<file path="src/rtl/oper_pkg.sv">
package oper_pkg;

    localparam int INSTR_W = 16;
    localparam int OPC_MSB = 15;
    localparam int OPC_LSB = 12;
    localparam int DST_LSB = 9;
    localparam int SRA_LSB = 6;
    localparam int SRB_LSB = 0;
    localparam int MODE_BIT = 5;
    localparam int IMM_W = 5;

    localparam logic [3:0] OPC_ADD = 4'b0001;
    localparam logic [3:0] OPC_AND = 4'b0101;
    localparam logic [3:0] OPC_NOT = 4'b1001;

    typedef enum logic [1:0] {
        FN_NONE = 2'd0,
        FN_ADD  = 2'd1,
        FN_AND  = 2'd2,
        FN_CPL  = 2'd3
    } fn_e;

    typedef enum logic {
        ST_IDLE   = 1'b0,
        ST_RESULT = 1'b1
    } ctl_state_e;

endpackage

</file>
<file path="src/rtl/oper_decode.sv">
module oper_decode
    import oper_pkg::*;
#(
    parameter int DATA_W = 16,
    parameter int IDX_W  = 3
) (
    input  logic [INSTR_W-1:0] instr,
    output fn_e                fn,
    output logic [IDX_W-1:0]   dst_idx,
    output logic [IDX_W-1:0]   sra_idx,
    output logic [IDX_W-1:0]   srb_idx,
    output logic               use_imm,
    output logic [DATA_W-1:0]  imm_ext
);
    localparam int EXT_W = DATA_W - IMM_W;

    logic [3:0]       opc;
    logic [IMM_W-1:0] imm_raw;

    assign opc     = instr[OPC_MSB:OPC_LSB];
    assign imm_raw = instr[IMM_W-1:0];
    assign dst_idx = instr[DST_LSB +: IDX_W];
    assign sra_idx = instr[SRA_LSB +: IDX_W];
    assign srb_idx = instr[SRB_LSB +: IDX_W];
    assign use_imm = instr[MODE_BIT];
    assign imm_ext = {{EXT_W{imm_raw[IMM_W-1]}}, imm_raw};

    always_comb begin
        unique case (opc)
            OPC_ADD: fn = FN_ADD;
            OPC_AND: fn = FN_AND;
            OPC_NOT: fn = FN_CPL;
            default: fn = FN_NONE;
        endcase
    end
endmodule

</file>
<file path="src/rtl/oper_alu.sv">
module oper_alu
    import oper_pkg::*;
#(
    parameter int DATA_W = 16
) (
    input  fn_e               fn,
    input  logic [DATA_W-1:0] opa,
    input  logic [DATA_W-1:0] reg_b,
    input  logic [DATA_W-1:0] imm_b,
    input  logic              use_imm,
    output logic [DATA_W-1:0] result
);
    logic [DATA_W-1:0] opb;

    assign opb = use_imm ? imm_b : reg_b;

    always_comb begin
        unique case (fn)
            FN_ADD:  result = opa + opb;
            FN_AND:  result = opa & opb;
            FN_CPL:  result = ~opa;
            default: result = '0;
        endcase
    end
endmodule

</file>
<file path="src/rtl/oper_exec.sv">
module oper_exec
    import oper_pkg::*;
#(
    parameter int DATA_W = 16,
    parameter int IDX_W  = 3
) (
    input  logic                clk,
    input  logic                rst_n,
    input  logic                in_vld,
    input  logic [INSTR_W-1:0]  instr,
    input  logic [DATA_W-1:0]   sr1_data,
    input  logic [DATA_W-1:0]   sr2_data,
    output logic [IDX_W-1:0]    sr1_sel,
    output logic [IDX_W-1:0]    sr2_sel,
    output logic [DATA_W-1:0]   res_q,
    output logic [IDX_W-1:0]    dst_q,
    output logic                wr_en_q,
    output logic                res_vld
);
    fn_e               fn;
    logic [IDX_W-1:0]  dst_idx;
    logic              use_imm;
    logic [DATA_W-1:0] imm_ext;
    logic [DATA_W-1:0] alu_out;
    logic              is_oper;
    ctl_state_e        state_q;
    ctl_state_e        state_d;

    oper_decode #(.DATA_W(DATA_W), .IDX_W(IDX_W)) u_dec (
        .instr   (instr),
        .fn      (fn),
        .dst_idx (dst_idx),
        .sra_idx (sr1_sel),
        .srb_idx (sr2_sel),
        .use_imm (use_imm),
        .imm_ext (imm_ext)
    );

    oper_alu #(.DATA_W(DATA_W)) u_alu (
        .fn      (fn),
        .opa     (sr1_data),
        .reg_b   (sr2_data),
        .imm_b   (imm_ext),
        .use_imm (use_imm),
        .result  (alu_out)
    );

    assign is_oper = (fn != FN_NONE);

    always_comb begin
        unique case (state_q)
            ST_IDLE:   state_d = in_vld ? ST_RESULT : ST_IDLE;
            ST_RESULT: state_d = in_vld ? ST_RESULT : ST_IDLE;
            default:   state_d = ST_IDLE;
        endcase
    end

    always_ff @(posedge clk) begin
        if (!rst_n) state_q <= ST_IDLE;
        else        state_q <= state_d;
    end

    always_ff @(posedge clk) begin
        if (!rst_n) begin
            res_q   <= '0;
            dst_q   <= '0;
            wr_en_q <= 1'b0;
        end else begin
            wr_en_q <= in_vld && is_oper;
            if (in_vld && is_oper) begin
                res_q <= alu_out;
                dst_q <= dst_idx;
            end
        end
    end

    assign res_vld = (state_q == ST_RESULT);


    vld_follow_chk: assert property (@(posedge clk) disable iff (!rst_n)
        in_vld |=> res_vld);

    vld_drop_chk: assert property (@(posedge clk) disable iff (!rst_n)
        !in_vld |=> !res_vld && !wr_en_q && $stable(res_q) && $stable(dst_q));

    bad_opc_hold_chk: assert property (@(posedge clk) disable iff (!rst_n)
        (in_vld && instr[OPC_MSB:OPC_LSB] != OPC_ADD && instr[OPC_MSB:OPC_LSB] != OPC_AND
         && instr[OPC_MSB:OPC_LSB] != OPC_NOT) |=> !wr_en_q && $stable(res_q) && $stable(dst_q));

    we_needs_vld_chk: assert property (@(posedge clk) disable iff (!rst_n)
        wr_en_q |-> res_vld);
endmodule

</file>
<file path="config.mk">
export PLATFORM = sky130hd
export DESIGN_NAME = oper_exec
export DESIGN_NICKNAME = d
export VERILOG_FILES = /design/src/rtl/oper_pkg.sv /design/src/rtl/oper_decode.sv /design/src/rtl/oper_alu.sv /design/src/rtl/oper_exec.sv
export SDC_FILE = /design/constraint.sdc
export NUM_CORES = 1
export LEC_CHECK = 0
export BUFFER_PORTS_ARGS = -buffer_cell sky130_fd_sc_hd__buf_2
export CAP_MARGIN = 20
export CORE_MARGIN = 2
export CORE_UTILIZATION = 46
export DETAILED_ROUTE_END_ITERATION = 8
export GPL_TIMING_DRIVEN = 0
export HOLD_SLACK_MARGIN = 0.08
export PLACE_DENSITY = 0.8
export SLEW_MARGIN = 20
export SYNTH_ARGS = -nofsm -noshare
export SYNTH_HDL_FRONTEND = slang
export SYNTH_SLANG_ARGS = --single-unit
</file>
<file path="constraint.sdc">
create_clock -name clk -period 3.2 [get_ports clk]
set_input_delay 0.8 -clock clk [delete_from_list [all_inputs] [get_ports clk]]
set_output_delay 0.8 -clock clk [all_outputs]
set_load 0.05 [all_outputs]
</file>
# Word-level counts from Yosys, hierarchy flattened
# Cells that the tools add are included.
[classes]
n_addsub = 1
reduce_logical = 2
eq_ne = 6
mux = 4
n_bitwise = 2
[ops]
columns = ["op", "count"]
rows = [
  ["$pmux W16 S3", 1],
  ["$add A16 B16 Y16", 1],
  ["$and A16 B16 Y16", 1],
  ["$mux W16", 1],
  ["$not A16 Y16", 1],
  ["$pmux W2 S3", 1],
  ["$eq A2 B2 Y1 const B", 2],
  ["$eq A4 B1 Y1 const B", 1],
  ["$eq A4 B3 Y1 const B", 1],
  ["$eq A4 B4 Y1 const B", 1],
  ["$eq A2 B1 Y1 const B", 1],
  ["$reduce_bool A2 Y1", 1],
  ["$logic_and A1 B1 Y1", 1],
  ["$mux W1", 1],
]
[word_totals]
reg_bits = 21
inputBits = 51
output_inout_bits = 27

# Logic depth before layout (Yosys ltp)
# Gate-level depths: netlist of run 1.
[logic_depth]
depth_word = 4
depth_mapped = 11
mapped_depth_nobuf = 9

# Cells and area by module
# From an unflattened synthesis of run 1, not the netlist that was laid out.
[unflattened]
hier_cells = 306
area_unflattened_um2 = 2467.4
[modules_own_cells]
columns = ["module", "seq_area_each_um2", "area_per_inst_um2", "cells_each", "instances"]
rows = [
  ["oper_alu", 0.0, 1420.1, 189, 1],
  ["oper_exec", 420.4, 829.5, 87, 1],
  ["oper_decode", 0.0, 217.7, 30, 1],
]

# Least setup slack after synthesis of run 1
# Ideal clock, no wire load.
[synth_path]
kind = "in2reg"
start = "input port instr[5]"
end = "register res_q[14]"
path_slack_ns = 0.129
arrival_time_ns = 2.987
setup_ns = 0.084
stages = 10
t_required_ns = 3.116
n_path_buf = 1
cell_sequence = "clkbuf_1 -> mux2_2 -> ha_1 -> inv_1 -> fa_1 -> and2b_4 -> o2111ai_4 -> a2111oi_2 -> nor3_1 -> o31ai_2"
[synth_between]
elab_chain_cells = 3
[synth_lines]
columns = ["item", "line", "text"]
rows = [
  ["from (decl)", "oper_exec.sv:10", "input logic [INSTR_W-1:0] instr,"],
  ["$mux W16 (*)", "oper_alu.sv:15", "assign opb = use_imm ? imm_b : reg_b;"],
  ["$add A16 B16 Y16 / $and A16 B16 Y16 (equally long branches)", "oper_alu.sv:19, oper_alu.sv:20", ""],
  ["$pmux W16 S3 (*)", "oper_alu.sv:18", "unique case (fn)"],
  ["to (signal assigned)", "oper_exec.sv:71", "res_q <= alu_out;"],
  ["to (decl)", "oper_exec.sv:15", "output logic [DATA_W-1:0] res_q,"],
]
# Mark *: on every way between the ends. The rest lies on a longest branch, timed or not.
# A chain may end at the register's enable or synchronous reset.

# Final worst setup path of run 1
# Ends and elaborated chain as after synthesis.

==> results.py, run 1 <==
metrics = {
    "routing": {
        "wirelength_um": 6590,
        "drc": 0,
        "firstDrtPassIters": 5,
        "vias": 2529,
        "wl_per_cell_um": 15.3,
        "initialDrtViolationCount": 339,
        "ant_nets": 0,
        "via_per_inst": 5.88,
    },
    "timing": {
        "worst_pin_slew_ps": 567,
        "setup_tns_ps": 0,
        "period_share_pct": 92.9,
        "finalSetupViolCount": 0,
        "finalHoldViolations": 0,
        "fin_ws_ps": 229,
        "slew_viol_final": 0,
        "slew_headroom_pct": 62.2,
        "fin_crit_ps": 2970,
        "fmax_ghz": 0.337,
        "skew_ps": 0,
        "fin_hold_ws_ps": 465,
    },
    "cells_and_area": {
        "layout_commonest_cell": "buf_2",
        "stdcell_count": 430,
        "fillers": 453,
        "layout_common_cells": "buf_2 (80), nand2_1 (39), a21oi_1 (32)",
        "fin_nets": 445,
        "layout-drive-gt1-share_pct": 30.9,
        "area_growth_pct": 21.8,
        "antenna-diode-count": 0,
    },
    "power": {
        "p_leak_uw": 0.00125,
        "power.total_uw": 862,
        "powerDensity_mw_per_mm2": 319,
        "ir_worst_vdd_mv": 0.178,
    },
    "min_path": {
        "hold_depth": 2,
        "min_from": "dst_q[0]$_SDFFE_PN0P_",
        "min_path_type": "register to register",
    },
    "global_route": {
        "grt_max_degree": 14,
        "grt_pass1_vias": 2184,
        "grt_usage_pct": 24.5,
        "grt_pass1_wl_um": 10300,
        "gr-total-overflow": 0,
        "antenna_found_initial": 0,
    },
    "floorplan": {
        "die_y_um": 73.4,
        "rows": 25,
        "die_x_um": 73.4,
        "ioPinCount": 78,
        "start_util_pct": 47.2,
        "dieArea_mm2": 0.00539,
        "fp.coreArea_mm2": 0.00469,
    },
    "worst_setup_path": {
        "setup.worst_path.class": "input pin to register",
        "crit_slowest_cell": "a2111oi_2",
        "worst_ep_required_time_ps": 3380,
        "crit_path_start_kind": "input pin",
        "slowest_delay_ps": 450,
        "worstSetupEndpointType": "register",
        "startpoint": "instr[5]",
        "path_cells": "clkbuf_2 > mux2_2 > ha_1 > inv_1 > fa_1 > and2b_4 > o2111ai_4 > a2111oi_2 > nor3_1 > o31ai_2",
        "worst_ep_arrival_time_ps": 3150,
        "r2r-start": "res_q[13]$_SDFFE_PN0P_",
        "crit_fanout": 8,
        "r2r_cells": 5,
    },
    "place": {
        "dp_hpwl_um": 5070,
        "place_ws_ps": -228,
        "port_buffers": 73,
        "dp.cells": 427,
        "place_congestion": 1.03,
    },
    "cts": {
        "cts.sinks": 21,
        "cts_tree": "done",
        "ctsResizeCount": 0,
        "clock_latency_ps": 270,
        "cts_max_level": 1,
        "clk_pin_slew_worst_paths_ps": 90,
        "cts_setup_buffers": 0,
        "ctsHoldBuffers": 0,
        "clock_path_buffers": 2,
        "root_buffer": "clkbuf_8",
        "cts_buffers": 3,
    },
    "run": {
        "drv_cap": 0,
    },
    "synthesis": {
        "syn_inst": 300,
        "ys_seq_area_share_pct": 19.0,
        "syn-cell-area_mm2": 0.00222,
        "synth_edf_count": 0,
        "synth_cell_types": 59,
        "syn_nets": 368,
        "ys_warn_count": 0,
        "syn_avg_cell_area_um2": 7.39,
        "synthArstFlopShare_pct": 0,
        "ys_dominant_reg_cell": "dfxtp_1",
        "yosys_register_bits": 21,
    },
    "outcome": {
        "status": "finished clean",
    },
}
==> critical path, delay by kind of cell <==
kind,cells,cell delay [ps]
AOI/OAI and AO/OA,3,850
adders and majority gates,2,610
and+or+nand+nor,2,390
muxes,1,260
buffers and inverters,2,250
==> power by group <==
| group | leakage, µW | internal, µW | switching (µW) |
|---|---|---|---|
| Sequential | 0.000171 | 271 | 4.73 |
| Clock | 0.0000217 | 88.0 | 97.2 |
| Combinational | 0.00106 | 149 | 252 |
==> final timing paths <==
path	slack [ps]	to
worst min register to register	470	dst_q[0]$_SDFFE_PN0P_
worst min-delay path	470	dst_q[0]$_SDFFE_PN0P_
worst max register to register	2060	res_q[13]$_SDFFE_PN0P_
worst max-delay path	230	res_q[14]$_SDFFE_PN0P_
==> logic make-up (layout without fill, tap and decap cells) <==
logic type	count (synthesis)	in the layout	share of synthesized area [%]
fa+ha+maj	17	17	9.94
flops	21	21	19.0
simple gates	90	90	20.8
xor+xnor	6	6	2.37
mux	11	11	5.31
compound gates	112	112	33.6
buf+inv	43	119	9.03
==> routing by layer <==
metal | vias up | global-route usage [%] | routed length, µm
li1 | 1242 | - | -
met1 | 1142 | 34.1 | 2960
met2 | 135 | 39.3 | 2930
met3 | 10 | 3.84 | 614
met4 | 0 | 6.46 | 87
met5 | - | 0 | 0
==> layout make-up <==
cell class	count	area (µm²)	area share, %
Tap cell	54	67.6	2.50
Sequential cell	21	420	15.6
Clock buffer	3	41.3	1.53
Inverter	20	75.1	2.78
Clock inverter	1	7.51	0.278
Multi-Input combinational cell	236	1600	59.2
Buffer	22	124	4.59
Timing Repair Buffer	73	365	13.5
==> metrics by stage <==
| stage | instance area [µm²] | utilization (%) |
|---|---|---|
| after global routing | 2700 | 57.5 |
| after detailed placement | 2650 | 56.5 |
| after CTS | 2700 | 57.5 |
| final | 2700 | 57.5 |
| after floorplan | 2220 | - |
| after global placement | 2650 | 56.5 |
==> registers in the layout, indices dropped and copies added (netlist names) <==
name / count
dst_q: 3
res_q: 16
res_vld: 1
wr_en_q: 1
==> cells in the mapped netlist, types with 2 or more instances <==
cell / count / area [µm²]
o21ai_0: 27 / 135
a21boi_0: 7 / 52.6
a21o_1: 2 / 15.0
inv_1: 19 / 71.3
a21oi_2: 2 / 17.5
buf_2: 7 / 35.0
nand4_1: 4 / 25.0
o21ai_1: 2 / 10.0
nor3b_1: 3 / 22.5
buf_4: 8 / 60.1
xor2_1: 4 / 35.0
nor2b_1: 2 / 12.5
o21a_1: 4 / 30.0
nand2_1: 40 / 150
ha_1: 16 / 200
a211oi_1: 3 / 22.5
clkbuf_1: 7 / 26.3
a21oi_1: 32 / 160
xnor2_1: 2 / 17.5
mux2_2: 6 / 67.6
and2_1: 2 / 12.5
nand2b_1: 2 / 12.5
o211ai_1: 6 / 45.0
a221oi_1: 2 / 17.5
mux2i_1: 5 / 50.1
nand3_1: 5 / 25.0
o221a_2: 2 / 22.5
nor3_1: 10 / 50.1
dfxtp_1: 21 / 420
and3_1: 2 / 12.5
o22ai_1: 9 / 56.3
nor2_1: 10 / 37.5
No activity file was read; power rests on OpenSTA's default activity.
==> run 2, diff against run 1 <==
- ABC_AREA: not set -> 1
==> run 2 against run 1 <==
  * Critical path depth grew 1
  * Clock power is essentially flat
  * Final area shrank 2.7%
  * Sequential power is essentially flat
  * Non-clock buffer count shrank 6
  * Worst hold slack gained 55 ps
  * Area after synthesis shrank 2.9%
  * Critical endpoint is now res_q[7]$_SDFFE_PN0P_
==> results.py, run 2 <==
metrics = {
    "outcome": {
        "status": "finished clean",
    },
    "cts": {
        "root_buffer": "clkbuf_8",
        "ctsHoldBuffers": 0,
        "cts_setup_buffers": 0,
        "cts_max_level": 1,
        "cts.sinks": 21,
        "clock_latency_ps": 270,
        "cts_tree": "done",
        "cts_buffers": 3,
        "clk_pin_slew_worst_paths_ps": 90,
        "clock_path_buffers": 2,
        "ctsResizeCount": 0,
    },
    "synthesis": {
        "syn_inst": 359,
        "syn_avg_cell_area_um2": 5.99,
        "synthArstFlopShare_pct": 0,
        "yosys_register_bits": 21,
        "ys_seq_area_share_pct": 19.5,
        "ys_warn_count": 0,
        "synth_edf_count": 0,
        "yosys.area_share.simple_pct": 32.6,
        "muxShareOfSynthArea_pct": 1.57,
        "synth_top_area_share_pct": 19.5,
        "synth.most_common_cell": "nand2_1",
        "ys_dominant_reg_cell": "dfxtp_1",
        "yosysTopAreaCell": "dfxtp_1",
        "yosys-top-cells-count": "nand2_1 (85), inv_1 (66), nor2_1 (32), a21oi_1 (29), o21ai_0 (27)",
        "synthAdderAreaFrac_pct": 10.2,
        "synth-xor-area-share_pct": 0,
        "synth_cell_types": 29,
        "synth_area_leaders": "dfxtp_1 (20%), nand2_1 (15%), inv_1 (12%)",
        "synth_top_family_by_area": "simple AND/OR/NAND/NOR gates",
        "synth-compound-area-share_pct": 19.0,
        "syn-cell-area_mm2": 0.00215,
        "syn_nets": 427,
    },
    "cells_and_area": {
        "fillers": 440,
        "area_growth_pct": 22.1,
        "layout_common_cells": "nand2_1 (85), buf_2 (75), inv_1 (66)",
        "final_area_mm2": 0.00263,
        "largest_reg_flops": 16,
        "top_register": "res_q",
        "layout-drive-gt1-share_pct": 23.9,
        "biggestRegsByFlops": "res_q (16), dst_q (3)",
        "layout_commonest_cell": "nand2_1",
        "fin_nets": 505,
        "antenna-diode-count": 0,
    },
    "worst_setup_path": {
        "r2r-start": "res_q[3]$_SDFFE_PN0P_",
        "r2r_cells": 2,
        "setup.worst_path.class": "input pin to register",
        "reg2reg_slack_ps": 2540,
        "r2r_end": "res_q[3]$_SDFFE_PN0P_",
        "crit_fanout": 10,
        "worst_ep_required_time_ps": 3360,
        "worst_ep_arrival_time_ps": 2960,
        "worstSetupEndpointType": "register",
        "crit_path_start_kind": "input pin",
    },
    "global_route": {
        "grt_max_degree": 12,
        "grt_pass1_wl_um": 9910,
        "use_met1_pct": 32.3,
        "top_usage_layer": "met2",
        "gr-total-overflow": 0,
        "grt_pass1_vias": 2317,
        "use_met3_pct": 2.64,
        "met2_usage_pct": 38.2,
        "grt_usage_pct": 23.6,
        "antenna_found_initial": 0,
    },
    "min_path": {
        "min_from": "dst_q[1]$_SDFFE_PN0P_",
        "hold_depth": 2,
        "min_path_type": "register to register",
        "worstHoldEndpoint": "dst_q[1]$_SDFFE_PN0P_",
    },
    "timing": {
        "skew_ps": 0,
        "finalSetupViolCount": 0,
        "period_share_pct": 87.4,
        "rsz0062_at_grt": "no",
        "slew_viol_final": 0,
        "finalHoldViolations": 0,
        "fmax_ghz": 0.358,
        "slew_headroom_pct": 70.0,
        "fin_crit_ps": 2800,
        "setup_tns_ps": 0,
        "worst_pin_slew_ps": 451,
    },
    "routing": {
        "firstDrtPassIters": 4,
        "via_per_inst": 5.09,
        "initialDrtViolationCount": 181,
        "drc": 0,
        "wirelength_um": 5710,
        "ant_nets": 0,
        "wl_per_cell_um": 11.7,
        "vias": 2484,
    },
    "place": {
        "place_congestion": 0.910,
        "dp_hpwl_um": 4530,
        "postPlaceCellArea_mm2": 0.00258,
        "port_buffers": 73,
    },
    "power": {
        "clkPwrFrac_pct": 21.9,
        "power_switching_uw": 347,
        "ir_worst_vdd_mv": 0.193,
        "p_seq_share_pct": 33.0,
        "powerDensity_mw_per_mm2": 321,
        "internal-power_uw": 497,
        "switching_share_pct": 41.2,
        "p_leak_uw": 0.00151,
        "pwr-share-comb_pct": 45.1,
    },
    "floorplan": {
        "fp.coreArea_mm2": 0.00444,
        "die_x_um": 72.4,
        "ioPinCount": 78,
        "start_util_pct": 48.4,
        "rows": 24,
        "dieArea_mm2": 0.00524,
        "die_y_um": 72.4,
    },
    "run": {
        "drv_cap": 0,
    },
}
run 2: cell count changes after synthesis, sizes merged, moves of 5 or more:
cell and change:
or2 +5, nor2 +25, nand3 +21, inv +49, a21oi -6, nand2 +46, a21boi -6, nor3 -7
mux2i -5, buf -5, o211ai -6, o22ai +6
run 2: cells by family (layout without fill, tap and decap cells):
logic type               after synthesis  in the layout
adder cells (fa/ha/maj)               17             17
flip-flops                            21             21
multiplexers                           3              3
buffers and inverters                 84            161
AO/OA/AOI/OAI                         74             74
AND/OR/NAND/NOR                      160            160
run 2: critical path: stages:
cell and delay (ps):
clkbuf_1 320, clkbuf_1 410, o21ai_0 180, ha_1 360
nand2_1 110, inv_1 60, a21oi_1 140, nand2_1 140
or2_2 300, nand3_1 80, a21oi_1 60
run 2: metrics by stage:
step	hold WS (ps)	power (µW)	instances	utilization, %	setup WS [ps]
floorplan	735	565	359	-	573
global route	557	912	488	59.1	180
detailed placement	501	662	484	58.1	119
finish	520	844	488	59.1	404
global placement	483	655	484	58.1	153
CTS	520	847	488	59.1	408
run 2: power groups by stage:
stage	registers [µW]	clock network, µW	logic [µW]
after global routing	281	200	431
after CTS	279	189	379
final	279	184	381
after global placement	285	0	370
after detailed placement	285	0	377
after floorplan	329	0	236
run 2: per-layer routing:
layer | up-vias | routed length [µm]
met1 | 1090 | 2690
met5 | - | 0
li1 | 1297 | -
met4 | 0 | 76
met2 | 89 | 2510
met3 | 8 | 421
run 2: layout make-up:
type,instances,area (µm²),area share [%]
Tap cell,52,65.1,2.48
Buffer,16,108,4.10
Clock buffer,4,45.0,1.72
Multi-Input combinational cell,254,1370,52.0
Timing Repair Buffer,73,365,13.9
Sequential cell,21,420,16.0
Inverter,68,258,9.81
run 2: worst max-delay path by stage:
stage	from	slack, ps	to	depth (start not counted)
6_report	instr[5]	400	res_q[7]$_SDFFE_PN0P_	11
5_1_grt	instr[5]	180	res_q[10]$_SDFFE_PN0P_	12
4_1_cts	instr[5]	410	res_q[7]$_SDFFE_PN0P_	11
3_5_place_dp	instr[5]	120	res_q[7]$_SDFFE_PN0P_	11
3_3_place_gp	instr[5]	150	res_q[7]$_SDFFE_PN0P_	11
2_1_floorplan	instr[5]	570	res_q[8]$_SDFFE_PN0P_	12
